<file path="src/rtl/eth_dest_filter.sv">
module eth_dest_filter #(
  parameter int          NBYTES = 6,
  parameter int          HBITS  = 6,
  parameter logic [31:0] POLY   = 32'h04C11DB6
) (
  input  logic                  clk,
  input  logic                  rst_n,
  input  logic                  sof,
  input  logic                  byte_vld,
  input  logic [7:0]            byte_in,
  input  logic [7:0]            rx_cfg,
  input  logic [8*NBYTES-1:0]   station_addr,
  input  logic [(1<<HBITS)-1:0] hash_tbl,
  output logic                  dec_valid,
  output logic                  accept,
  output logic                  is_group,
  output logic [7:0]            rx_status
);
  localparam int CW = $clog2(NBYTES + 1);

  function automatic logic [31:0] crc_step(input logic [31:0] c, input logic [7:0] d);
    logic [31:0] r;
    logic        fb;
    r = c;
    for (int i = 0; i < 8; i++) begin
      fb = r[31] ^ d[i];
      r  = {r[30:0], 1'b0};
      if (fb) r = (r ^ POLY) | 32'd1;
    end
    return r;
  endfunction

  logic [CW-1:0] cnt_q, cnt_b;
  logic [31:0]   crc_q, crc_b, crc_n;
  logic          ones_q, ones_b, ones_n;
  logic          match_q, match_b, match_n;
  logic          grp_q, grp_b, grp_n;
  logic [7:0]    sta_byte;
  logic          take, last, hit, pass;

  assign cnt_b   = sof ? '0 : cnt_q;
  assign crc_b   = sof ? '1 : crc_q;
  assign ones_b  = sof | ones_q;
  assign match_b = sof | match_q;
  assign grp_b   = sof ? 1'b0 : grp_q;

  always_comb begin
    sta_byte = '0;
    for (int k = 0; k < NBYTES; k++)
      if (cnt_b == CW'(k)) sta_byte = station_addr[8*k +: 8];
  end

  assign take    = byte_vld && (cnt_b < CW'(NBYTES));
  assign last    = take && (cnt_b == CW'(NBYTES - 1));
  assign crc_n   = crc_step(crc_b, byte_in);
  assign ones_n  = ones_b & (&byte_in);
  assign match_n = match_b & (byte_in == sta_byte);
  assign grp_n   = (cnt_b == '0) ? byte_in[0] : grp_b;
  assign hit     = hash_tbl[crc_n[31 -: HBITS]];
  assign pass    = rx_cfg[4] | (ones_n ? rx_cfg[2] : grp_n ? (rx_cfg[3] & hit) : match_n);

  always_ff @(posedge clk or negedge rst_n) begin
    if (!rst_n) begin
      cnt_q     <= '0;
      crc_q     <= '1;
      ones_q    <= 1'b1;
      match_q   <= 1'b1;
      grp_q     <= 1'b0;
      dec_valid <= 1'b0;
      accept    <= 1'b0;
      is_group  <= 1'b0;
    end else begin
      cnt_q     <= take ? cnt_b + CW'(1) : cnt_b;
      crc_q     <= take ? crc_n   : crc_b;
      ones_q    <= take ? ones_n  : ones_b;
      match_q   <= take ? match_n : match_b;
      grp_q     <= take ? grp_n   : grp_b;
      dec_valid <= last;
      if (last) begin
        accept   <= pass;
        is_group <= grp_n;
      end else if (sof) begin
        accept   <= 1'b0;
        is_group <= 1'b0;
      end
    end
  end

  assign rx_status = accept ? {2'b00, is_group, 4'b0000, 1'b1} : 8'h00;

  a_r2_strobe_one_cycle: assert property (@(posedge clk) disable iff (!rst_n)
    dec_valid |=> !dec_valid);
  a_r2_hold_between: assert property (@(posedge clk) disable iff (!rst_n)
    (!sof && !byte_vld) |=> ($stable(accept) && $stable(is_group) && !dec_valid));
  a_r2_sof_clears: assert property (@(posedge clk) disable iff (!rst_n)
    (sof && !byte_vld) |=> (!accept && !dec_valid && rx_status == 8'h00));
  a_r3_promisc_pass: assert property (@(posedge clk) disable iff (!rst_n)
    (last && rx_cfg[4]) |=> (dec_valid && accept));
  a_r4_r5_group_blocked: assert property (@(posedge clk) disable iff (!rst_n)
    (last && rx_cfg[4:2] == 3'b000) |=> !(accept && is_group));
  a_r9_no_change_after: assert property (@(posedge clk) disable iff (!rst_n)
    (!sof && cnt_q == CW'(NBYTES)) |=> $stable(accept));
endmodule

</file>
<file path="config.mk">
export PLATFORM = sky130hd
export DESIGN_NAME = eth_dest_filter
export DESIGN_NICKNAME = d
export VERILOG_FILES = /design/src/rtl/eth_dest_filter.sv
export SDC_FILE = /design/constraint.sdc
export NUM_CORES = 1
export LEC_CHECK = 0
export BUFFER_PORTS_ARGS = -buffer_cell sky130_fd_sc_hd__clkbuf_2
export CORE_AREA = 4 4 101 103
export DETAILED_ROUTE_END_ITERATION = 16
export DIE_AREA = 0 0 105 107
export PLACE_DENSITY = 0.8
export SYNTH_ARGS = -nofsm -noshare
export SYNTH_HDL_FRONTEND = slang
export SYNTH_SLANG_ARGS = --single-unit
export TNS_END_PERCENT = 30
</file>
<file path="constraint.sdc">
create_clock -name clk -period 2.8 [get_ports clk]
set_input_delay 0.7 -clock clk [delete_from_list [all_inputs] [get_ports clk]]
set_output_delay 0.7 -clock clk [all_outputs]
set_load 0.1 [all_outputs]
</file>
Yosys cells after proc, flatten, opt, wreduce, memory -nomap -nowiden:

Index checks and enable logic that the tools add are counted.

* word-level logic and storage cells: 75
* bits of input ports: 132
* register bits after elaboration: 41

* $lt $le $gt $ge: 2
* reduce and logical (&&, ||, !) cells: 5
* equality and inequality tests: 6
* add/subtract/negate cells: 1
* muxes and demuxes: 31
* bitwise operators: 22

Operators with widths (count)
* 27-bit 2-to-1 mux: 8
* 13-bit NOT: 8
* 32-bit 2-to-1 mux: 2
* 8-bit 2-to-1 mux: 6
* 1-bit 2-to-1 mux: 11
* 8-bit equality test: 1
* 8-bit AND reduction: 1
* 1-bit XOR: 8
* 6-bit by 7-bit < comparator with 1-bit output, second input constant: 1
* 1-bit binary-select mux with 6-bit select: 1
* 3-bit by 2-bit equality test with 1-bit output, second input constant: 2
* 3-bit equality test, second input constant: 2
* 3-bit 2-to-1 mux: 2
* 6-bit 2-to-1 mux: 1
* 3-bit by 1-bit adder with 3-bit output, second input constant: 1
* 1-bit AND: 3
* 3-bit by 1-bit equality test with 1-bit output, second input constant: 1
* 3-bit zero test: 1
* 3-bit < comparator, second input constant: 1
* 1-bit bitwise OR: 3
* 1-bit logical AND: 2
* 2-bit nonzero test: 1

Longest topological paths before layout:

Gate-level depths: netlist of run 1.

* word-level depth: 24
* gate-level depth with buffers: 16
* depth with buffers taken out: 12

Worst setup path after synthesis of run 1:

No wires, ideal clock.

* path kind: in2reg
* start point: in sof
* end point: reg accept
* data required time: 2716 ps
* data arrival time: 3680 ps
* slack: -964 ps
* stages on the path: 14
* setup time: 84 ps
* cell sequence: buf_2 -> buf_1 -> clkbuf_1 -> nor2b_1 -> inv_1 -> ha_1 -> clkbuf_1 -> nand3b_1 -> o221ai_1 -> a2bb2oi_1 -> o211ai_1 -> or4_1 -> o21a_1 -> a41oi_2

* longest elaborated chain between the ends: 19
* elaborated cells between the ends (all ways): 56

RTL lines
* from (decl): RTL line 8 `input logic sof,`
* 32-bit 2-to-1 mux: RTL line 42 `assign crc_b = sof ? '1 : crc_q;`
* 27-bit 2-to-1 mux (3 in a row): RTL line 28 `if (fb) r = (r ^ POLY) | 32'd1;`
* 13-bit NOT (no line)
* 27-bit 2-to-1 mux: RTL line 28
* 13-bit NOT (no line)
* 27-bit 2-to-1 mux (3 in a row): RTL line 28
* 13-bit NOT (no line)
* 27-bit 2-to-1 mux: RTL line 28
* 1-bit binary-select mux with 6-bit select: RTL line 59 `assign hit = hash_tbl[crc_n[31 -: HBITS]];`
* 1-bit 2-to-1 mux (implied by the code): RTL line 59
* 1-bit AND: RTL line 60 `assign pass = rx_cfg[4] | (ones_n ? rx_cfg[2] : grp_n ? (rx_cfg[3] & hit) : match_n);`
* 1-bit 2-to-1 mux (2 in a row): RTL line 60
* 1-bit bitwise OR: RTL line 60
* 1-bit 2-to-1 mux: RTL line 79 `if (last) begin`
* to (signal assigned): RTL line 80 `accept <= pass;`
* to (decl): RTL line 15 `output logic accept,`

Parallel ways exist; a longest one is shown, timed or not. The select of a mux whose other input is x is not followed.
A chain may end at the register's enable or synchronous reset.

Worst setup path after layout of run 1:

Same ends and word-level chain as after synthesis.

==> parameters.txt, run 1 <==
Parameter                              Value

Status
  Result of the run    finished, violations left
  Violations in the final reports    setup timing

Timing
  Max Fclk    0.334 GHz
  Setup ws final    -0.194 ns
  RSZ-0062 raised after global routing    true
  Min Hold Slack    0.475 ns
  Final setup vio count    2
  Slew Limit Headroom    48.3%
  Minimum period implied by the final worst setup slack    2.99 ns
  Slew of the pin with the lowest slew margin    0.775 ns
  Final hold violation count    0
  Number of slew-limit violations in the final report    0
  Period utilization    107%
  Fin Clk Skew    0.0153 ns

Logic synthesis
  Fraction of synthesis flops using an asynchronous set or reset pin    100%
  Area fraction in compound gates after synthesis    22.4%
  Mapped Cells    535
  Simple logic cell fraction of the synthesized area    16.8%
  Portion of synthesized cell area occupied by the leading cell type    20.9%
  Main synth FF type    dfstp_2
  Xor and xnor area share after synthesis    17.2%
  Area leader, netlist    dfstp_2
  Register bit total from synthesis    41
  Top cells by area in the synthesized netlist    dfstp_2 (21%), xnor2_1 (10%), nor2_1 (7.2%)
  Largest family of logic cells by synthesized area    compound AO/OA/AOI/OAI gates
  Post-synthesis mux area share    10.7%
  Post-synth EDFFs    0
  Seq/Total Area, Yosys    25.0%
  Count leader, synth    nor2_1
  Commonest cells in the netlist    nor2_1 (82), a21oi_1 (52), xnor2_1 (49)
  Warning count from the yosys run    0
  Adder and majority cell fraction of the synthesized area    0.879%
  Mean instance size in the synthesized netlist    7.98 um2
  Netlist area before placement    4270 um2
  Number of different library cells in the post-synthesis netlist    65

Clock network
  CTS clock-pin slew for the worst setup and hold paths    0.07 ns
  Inserted Clock Buffers    5
  H-tree level count    2
  Worst skew pair latency    0.31 ns
  CTS max path bufs    2
  Clock net sink count    41
  Cell chosen for the clock root    clkbuf_8
  Clock tree from TritonCTS    done

GRT
  Wire length of the first global-routing pass    21500 um
  Gr ovfl total    0
  Overall routing resource usage    23.5%
  Number of global-route vias before repair    4620
  Maximum number of pins on one net before global-route repair    42
  Antenna violations before repair    0

Floorplanning
  Die Area    11200 um2
  Starting utilization of the core area    46.4%
  Standard cell core area    9200 um2
  Die Span X    105 um
  Number of primary I/O pins    143
  Die height    107 um
  Row cnt    35

Routing
  Overall routed net length    13700 um
  Post-detailed-route DRC marker count    0
  Overall via count from detail_route    4721
  Antenna viol nets, final    0
  Number of design-rule violations left by the first detailed-router iteration    330
  Vias per Instance    5.64
  First drt pass iteration count    5
  Post-detailed-route wirelength per cell    16.4 um

Placed design
  I/O Buffers    131
  Number of placed instances, taps included    824
  DP Worst Slack    -0.595 ns
  Post-DP Area    5580 um2
  Detail Placement HPWL    10800 um
  Routability Congestion    0.919

Cells and area
  Proportion of layout cells with a drive suffix above 1    41.2%
  Area Overhead vs Synth    35.6%
  Footprint of the multi-input gates    3030 um2
  Design Area, Final    5790 um2
  Final-stage net count    860
  Layout fillers    758
  Sequential Area    1070 um2
  Finished Layout Cells    837
  # diodes    0

Power and ir drop
  VDD IR-drop max    0.447 mV
  PD cells    1060 nW/um2
  Leakage power    2.59 nW

Worst setup path
  Required time of the critical path    3.02 ns
  Capturing element type of the critical path    register
  Most Frequent Cell on Critical Path    or4_4
  Critical path's largest stage delay    0.56 ns
  CP Class    input pin to register
  Launching element type of the critical path    input pin
  Data arrival, critical path    3.21 ns
  Crit-path max FO    9
  Cell breakdown of the critical path    buf_6 > nor2b_4 > inv_2 > ha_4 > or4_4 > buf_4 > o221a_1 > nand2_1 > o2111ai_1 > or4_4 > o21a_1 > a41oi_2
  Critical-path cell with the highest stage delay    or4_4

Flow run
  Max-Cap Viols    0

Hold path
  Worst min-delay path class    input pin to asynchronous set/reset pin
## cell type report
type	count	area share, %
clock inverters	2	0.238
clock buffers	6	1.43
inverters	15	0.972
multi-input cells	441	52.3
flip-flops and latches	41	18.5
well taps	111	2.40
repair buffers	221	24.2
## flip-flops by register name (all words and copies together) (netlist names)
signal and flops:
ones_q 1, cnt_q 3, crc_q 32, dec_valid 1, is_group 1, grp_q 1, match_q 1, accept 1
## per-layer routing
metal / track usage (%) / routed length (um) / up-vias
li1: - / - / 2261
met1: 27.4 / 5550 / 2243
met2: 44.5 / 7060 / 190
met3: 3.55 / 829 / 27
met4: 6.47 / 266 / 0
met5: 0 / 0 / -
## per-stage QoR
stage | setup TNS, ns | utilization [%] | power, W
floorplan | -0.799 | - | 0.00417
detailed placement | -1.36 | 60.6 | 0.00557
global placement | -1.01 | 60.6 | 0.00542
finish | -0.221 | 63.0 | 0.00615
global route | -0.365 | 63.0 | 0.00659
CTS | -0.153 | 62.1 | 0.00612
## logic make-up (layout without fill, tap and decap cells)
family,after synthesis,count (layout)
simple gates,166,166
compound gates,156,156
xor+xnor,72,72
buf+inv,58,244
flops,41,41
mux,38,38
fa+ha+maj,3,3
other cells,1,6
## critical path: cells and delay by family
| kind | cells | cell delay, ns |
|---|---|---|
| AND/OR/NAND/NOR | 4 | 1.31 |
| AO/OA/AOI/OAI | 4 | 0.64 |
| buffers and inverters | 3 | 0.38 |
| adder cells (fa/ha/maj) | 1 | 0.18 |
## cells in the final DEF, fill, tap and decap left out, types with 12 or more instances in the layout
cell type	synthesis	final
a21oi_1	52	51
buf_4	10	82
clkbuf_2	1	130
dfstp_2	34	34
inv_1	13	12
mux2i_1	29	29
nand2_1	39	39
nor2_1	82	81
nor3_1	18	18
o21ai_0	40	40
o22ai_1	14	12
xnor2_1	49	49
xor2_1	14	14
## path summary, 6_finish.rpt
path | from | end | slack [ns] | cells past startpoint
worst min-delay path | rst_n | grp_q | 0.47 | 1
worst max-delay path | sof | accept | -0.19 | 12
worst max register to register | cnt_q[0] | accept | -0.13 | 11
min in group clk | match_q | match_q | 0.50 | 2
max in group asynchronous | rst_n | crc_q[11] | 1.59 | 2
worst min register to register | match_q | match_q | 0.50 | 2
## power by group
group          internal (W)  switching, W
logic               0.00238       0.00221
registers          0.000955      0.000178
clock network      0.000200      0.000223
## timing repair
action,in CTS,in global routing
resized for setup,8,11
setup endpoints to repair,2,2
setup buffers,1,4
pin swaps,3,12
hold buffers,0,0
gates cloned,0,0
(Power assumes the default switching activity.)
==> run 2, diff against run 1 <==
- BUFFER_PORTS_ARGS: -buffer_cell sky130_fd_sc_hd__clkbuf_2 -> unset
- CORE_AREA: 4 4 101 103 -> 4 4 95 97
- DIE_AREA: 0 0 105 107 -> 0 0 99 101
- DONT_BUFFER_PORTS: unset -> 1
- PLACE_DENSITY: 0.8 -> 0.73
==> run 2 against run 1 <==
  * The flow still finishes with violations (setup timing)
  * Flip-flop and latch count unchanged
  * Utilization down 3.9 points
  * Clock power grew 21%
  * Via count decreased by 14%
  * Global-route usage up 0.37 points
==> parameters.txt, run 2 (synthesis results as in run 1) <==
Parameter                              Value

Power and ir drop
  PD cells    1180 nW/um2 (+11%)
  Part of the power in registers    19.9% (+1.5 points)
  VDD IR-drop max    0.482 mV (+7.8%)
  Combinational fraction of design power    71.0% (-3.7 points)
  Net load switching power    0.00242 W (-7.3%)
  Leakage power    1.86 nW (-28%)
  Proportion of total power due to net switching    42.6% (+0.10 points)
  Total internal power    0.00326 W (-7.7%)
  Fraction of power consumed by the clock network    9.0% (+2.1 points)

Placed design
  Detail Placement HPWL    9320 um (-14%)
  Post-DP Area    4630 um2 (-17%)
  I/O Buffers    0 (-100%)
  Routability Congestion    0.912 (-0.71%)

Floorplanning
  Standard cell core area    8130 um2 (-12%)
  Die Area    10000 um2 (-11%)
  Die Span X    99 um (-5.7%)
  Starting utilization of the core area    52.5% (+6.1 points)
  Number of primary I/O pins    143 (unchanged)
  Row cnt    33 (-5.7%)
  Die height    101 um (-5.6%)

Routing
  Number of design-rule violations left by the first detailed-router iteration    245 (-26%)
  First drt pass iteration count    5 (unchanged)
  Post-detailed-route DRC marker count    0 (unchanged)
  Antenna viol nets, final    0 (unchanged)
  Post-detailed-route wirelength per cell    18.5 um (+13%)
  Vias per Instance    6.12 (+8.5%)
  Overall via count from detail_route    4059 (-14%)
  Overall routed net length    12200 um (-11%)

Cells and area
  Largest register by flop count    crc_q
  # diodes    0 (unchanged)
  Area Overhead vs Synth    12.6%
  Number of flip-flops in the largest register    32 (unchanged)
  Registers with the most flip-flops    crc_q x32, cnt_q x3
  Proportion of layout cells with a drive suffix above 1    23.3% (-18 points)
  Final-stage net count    692 (-20%)
  Design Area, Final    4810 um2 (-17%)
  Most frequent cells in the layout    nor2_1 (82), a21oi_1 (50), buf_4 (50)
  Most frequent standard cell in the layout excluding fill and tap cells    nor2_1

Worst setup path
  Crit-path max FO    3 (-6)
  Path depth of the worst reg2reg path    9 (-2)
  Worst R2R End    accept
  Register-to-register path setup slack    -0.13 ns (about the same)
  Capturing element type of the critical path    register
  R2r startpoint    crc_q[28]
  Required time of the critical path    2.98 ns (-0.04 ns)
  Launching element type of the critical path    register
  Data arrival, critical path    3.10 ns (-0.11 ns)
  CP Class    register to register

Timing
  Setup ws final    -0.126 ns (+0.0682 ns)
  Max Fclk    0.342 GHz (+2.3%)
  Fin Clk Skew    0.0116 ns (-0.00364 ns)
  Number of slew-limit violations in the final report    0 (unchanged)
  Minimum period implied by the final worst setup slack    2.93 ns (-0.0682 ns)
  Sum of negative setup slack    -0.126 ns (+0.0950 ns)
  Final setup vio count    1 (-1)
  Period utilization    104% (-2.4 points)
  Slew of the pin with the lowest slew margin    0.884 ns (+0.109 ns)
  Final hold violation count    0 (unchanged)
  Slew Limit Headroom    41.1% (-7.2 points)
  RSZ-0062 raised after global routing    true

Clock network
  Worst skew pair latency    0.31 ns (about the same)
  Clock net sink count    41 (unchanged)
  CTS max path bufs    2 (unchanged)
  CTS clock-pin slew for the worst setup and hold paths    0.09 ns (+0.02 ns)
  Inserted Clock Buffers    5 (unchanged)
  H-tree level count    2 (unchanged)
  Number of buffers inserted by hold repair at cts    0 (unchanged)
  Clock tree from TritonCTS    done
  Cell chosen for the clock root    clkbuf_8

GRT
  Overall routing resource usage    23.8% (+0.37 points)
  Number of global-route vias before repair    3974 (-14%)
  Antenna violations before repair    0 (unchanged)
  Gr ovfl total    0 (unchanged)
  Wire length of the first global-routing pass    19500 um (-9.6%)
  Maximum number of pins on one net before global-route repair    52 (+24%)

Hold path
  Worst min-delay path class    input pin to asynchronous set/reset pin

Flow run
  Max-Cap Viols    0 (unchanged)

Status
  Violations in the final reports    setup timing
  Result of the run    finished, violations left
==> run 2: cell count changes in the layout (fill, tap and decap cells not counted), sizes merged <==
cell	previous run	this run
buf	91	53
clkinv	2	0
clkbuf	136	6
clkinvlp	0	1
bufinv	0	1
==> run 2: worst max-delay path, stage by stage (launching register included) <==
cell,delay [ns]
dfstp_2,0.57
xnor2_2,0.15
mux2i_4,0.29
xor2_2,0.24
xor2_4,0.22
mux4_2,0.54
or4_1,0.42
o211ai_1,0.10
a311o_1,0.17
a41oi_2,0.11
==> run 2: cell type report <==
type                            count  area (um2)
Fill cell                         734        3330
Clock inverter                      2        37.5
Clock buffer                        6        82.6
Sequential cell                    41        1070
Multi-Input combinational cell    441        3000
Inverter                           15        56.3
Tap cell                          105         131
Timing Repair Buffer               53         427
==> run 2: how the worst max path moves through the flow <==
stage | start | end | slack [ns] | depth (start not counted)
2_1_floorplan | sof | accept | -0.48 | 14
3_3_place_gp | sof | accept | -0.24 | 11
3_5_place_dp | sof | accept | -0.26 | 12
4_1_cts | crc_q[27] | accept | -0.14 | 9
5_1_grt | crc_q[27] | accept | -0.23 | 9
6_report | crc_q[28] | accept | -0.13 | 9
==> run 2: per-layer routing <==
metal | vias to the layer above | wire, um | GRT usage [%]
li1 | 1924 | - | -
met1 | 1934 | 4880 | 29.6
met2 | 189 | 6320 | 42.8
met3 | 12 | 899 | 4.29
met4 | 0 | 140 | 5.88
met5 | - | 0 | 0
==> run 2: timing repair <==
item                                    4_1_cts  5_1_grt
pin swaps                                     1        2
endpoints found under the hold margin         0        0
endpoints found under the setup margin        1        2
gates resized for setup                       1        9
cloned                                        0        0
setup buffers                                 0        3
==> run 2: power groups by stage <==
stage	logic, W	registers [W]	clock network, W
CTS	0.00393	0.00113	0.000519
global placement	0.00377	0.00112	0
floorplan	0.00309	0.00107	0
finish	0.00404	0.00113	0.000513
global route	0.00439	0.00116	0.000550
detailed placement	0.00389	0.00114	0
==> run 2: through the flow <==
| step | hold WS, ns | total power, W | utilization [%] | std cells | setup slack, ns |
|---|---|---|---|---|---|
| detailed placement | 0.407 | 0.00503 | 56.9 | 652 | -0.265 |
| finish | 0.0852 | 0.00568 | 59.1 | 663 | -0.126 |
| CTS | 0.0795 | 0.00558 | 58.4 | 660 | -0.144 |
| floorplan | 0.404 | 0.00417 | - | 540 | -0.478 |
| global route | 0.0750 | 0.00611 | 59.1 | 663 | -0.229 |
| global placement | 0.407 | 0.00490 | 56.9 | 652 | -0.241 |
==> run 3, diff against run 2 <==
- HOLD_SLACK_MARGIN: unset -> 0.08
- RECOVER_POWER: unset -> 50
- SLEW_MARGIN: unset -> 25
==> run 3 against run 2 <==
  * The flow still finishes with violations (setup timing)
  * Worst setup slack lost 0.0073 ns
  * Total power is essentially flat
  * Cell area grew 0.18%
  * Die area is the same
  * First-iteration DRC count shrank 2.4%
  * Register-to-register slack is essentially flat
  * Non-clock buffer count grew 1
==> parameters.txt, run 3 (synthesis results as in run 1) <==
Parameter                              Value

Cells and area
  # diodes    0 (unchanged)
  Largest register by flop count    crc_q
  Registers with the most flip-flops    crc_q x32, cnt_q x3
  Finished Core Util    59.2% (+0.11 points)
  Proportion of layout cells with a drive suffix above 1    23.1% (-0.22 points)
  Number of flip-flops in the largest register    32 (unchanged)
  Area Overhead vs Synth    12.8%
  Finished Layout Cells    664 (+0.15%)
  Layout fillers    735 (+0.14%)
  Design Area, Final    4820 um2 (+0.18%)
  Most frequent cells in the layout    nor2_1 (82), a21oi_1 (50), buf_4 (50)
  Most frequent standard cell in the layout excluding fill and tap cells    nor2_1
  Final-stage net count    693 (+0.14%)

Routing
  Vias per Instance    6.12 (about the same)
  M1 wire length    4950 um (+1.4%)
  Met3 routed WL    852 um (-5.2%)
  Highest routed metal layer    met4
  First drt pass iteration count    5 (unchanged)
  Routed wl met2    6340 um (+0.28%)
  Overall via count from detail_route    4064 (+0.12%)
  Overall routed net length    12300 um (+0.58%)
  Antenna viol nets, final    0 (unchanged)
  Number of design-rule violations left by the first detailed-router iteration    239 (-2.4%)
  Post-detailed-route wirelength per cell    18.5 um (+0.43%)
  Post-detailed-route DRC marker count    0 (unchanged)

Floorplanning
  Die Span X    99 um (unchanged)
  Starting utilization of the core area    52.5% (unchanged)
  Standard cell core area    8130 um2 (unchanged)
  Die Area    10000 um2 (unchanged)
  Number of primary I/O pins    143 (unchanged)
  Row cnt    33 (unchanged)
  Die height    101 um (unchanged)

Flow run
  Max-Cap Viols    0 (unchanged)

Placed design
  Routability Congestion    0.912 (unchanged)
  Detail Placement HPWL    9320 um (unchanged)
  I/O Buffers    0 (unchanged)
  Number of placed instances, taps included    652 (unchanged)
  DP Worst Slack    -0.265 ns (unchanged)
  Post-DP Area    4630 um2 (unchanged)

Timing
  Final setup vio count    1 (unchanged)
  Fin Clk Skew    0.0110 ns (-0.000660 ns)
  Slew Limit Headroom    40.9% (-0.15 points)
  RSZ-0062 raised after global routing    true
  Slew of the pin with the lowest slew margin    0.886 ns (+0.00224 ns)
  Setup ws final    -0.133 ns (-0.00728 ns)
  Period utilization    105% (+0.26 points)
  Minimum period implied by the final worst setup slack    2.93 ns (+0.00727 ns)
  Final hold violation count    0 (unchanged)
  Max Fclk    0.341 GHz (-0.25%)
  Number of slew-limit violations in the final report    0 (unchanged)

Power and ir drop
  VDD IR-drop max    0.483 mV (+0.15%)
  PD cells    1180 nW/um2 (-0.12%)
  Leakage power    1.87 nW (+0.28%)

Worst setup path
  Critical-path cell with the highest stage delay    dfstp_2
  Cell family with the largest share of critical-path delay    multiplexers
  CP Class    register to register
  Register-to-register path setup slack    -0.13 ns (about the same)
  Capturing element type of the critical path    register
  Data arrival, critical path    3.11 ns (about the same)
  Launching element type of the critical path    register
  Required time of the critical path    2.98 ns (about the same)
  Cell breakdown of the critical path    xnor2_2 > mux2i_4 > xor2_2 > xor2_4 > mux4_2 > or4_1 > o211ai_1 > a311o_1 > a41oi_2
  Critical path's largest stage delay    0.57 ns (about the same)
  Crit-path max FO    3 (unchanged)
  Buffer and inverter count on the worst path    0 (unchanged)

GRT
  Maximum number of pins on one net before global-route repair    52 (unchanged)
  Number of global-route vias before repair    3991 (+0.43%)
  Gr ovfl total    0 (unchanged)
  Overall routing resource usage    23.9% (+0.10 points)
  Wire length of the first global-routing pass    19500 um (+0.32%)
  Antenna violations before repair    0 (unchanged)

Clock network
  Inserted Clock Buffers    5 (unchanged)
  H-tree level count    2 (unchanged)
  Cell chosen for the clock root    clkbuf_8
  Clock net sink count    41 (unchanged)
  CTS max path bufs    2 (unchanged)
  Clock tree from TritonCTS    done
  Worst skew pair latency    0.30 ns (about the same)
  CTS clock-pin slew for the worst setup and hold paths    0.08 ns (about the same)

Status
  Violations in the final reports    setup timing
  Result of the run    finished, violations left

Hold path
  Worst min-delay path class    input pin to asynchronous set/reset pin
[run 3: changes by cell type in the layout (fill, tap and decap cells not counted)]
cell,previous run,this run
dlygate4sd3_1,0,1
dfrtp_2,2,1
dfrtp_1,5,6
[run 3: layer usage]
metal,track usage [%],vias up
met5,0,-
met1,29.6,1951
li1,-,1927
met2,43.0,168
met4,5.99,0
met3,4.36,18
[run 3: timing repair]
item | 4_1_cts | 5_1_grt
resized for setup | 1 | 9
pin swaps | 1 | 2
hold endpoints to repair | 4 | 0
hold buffers | 1 | 0
setup endpoints to repair | 1 | 2
buffers inserted | 0 | 3
[run 3: power breakdown]
part	leakage [nW]	internal (W)	total [W]	switching, W
Sequential	0.449	0.000955	0.00113	0.000175
Combinational	1.36	0.00202	0.00404	0.00203
Clock	0.0574	0.000290	0.000514	0.000224
[run 3: final cells by class]
| class | count | area, um2 | share of cell area, % |
|---|---|---|---|
| multi-input combinational | 441 | 3000 | 62.3 |
| sequential | 41 | 1070 | 22.2 |
| timing repair buffer | 54 | 437 | 9.06 |
| tap | 105 | 131 | 2.73 |
| clock buffer | 6 | 82.6 | 1.71 |
| inverter | 15 | 56.3 | 1.17 |
| clock inverter | 2 | 37.5 | 0.779 |
[run 3: path summary, 6_finish.rpt]
path	from	end	cells past startpoint
max in group asynchronous	rst_n	accept	1
min in group clk	match_q	match_q	2
setup reg to reg	crc_q[28]	accept	9
setup / recovery	crc_q[28]	accept	9
hold / removal	rst_n	cnt_q[1]	0
hold reg to reg	match_q	match_q	2
[run 3: worst reg2reg max path, cell delays in order, from the launching register on]
cell and delay (ns):
dfstp_2 0.57, xnor2_2 0.16, mux2i_4 0.29, xor2_2 0.24
xor2_4 0.22, mux4_2 0.54, or4_1 0.42, o211ai_1 0.10
a311o_1 0.17, a41oi_2 0.11
[run 3: per-stage QoR]
step           TNS [ns]  hold slack (ns)  power, W
3_5_place_dp     -0.385            0.407   0.00503
5_1_grt          -0.323           0.0810   0.00611
6_report         -0.133           0.0942   0.00569
4_1_cts          -0.144           0.0907   0.00559
3_3_place_gp     -0.313            0.407   0.00490
2_1_floorplan    -0.799            0.404   0.00417
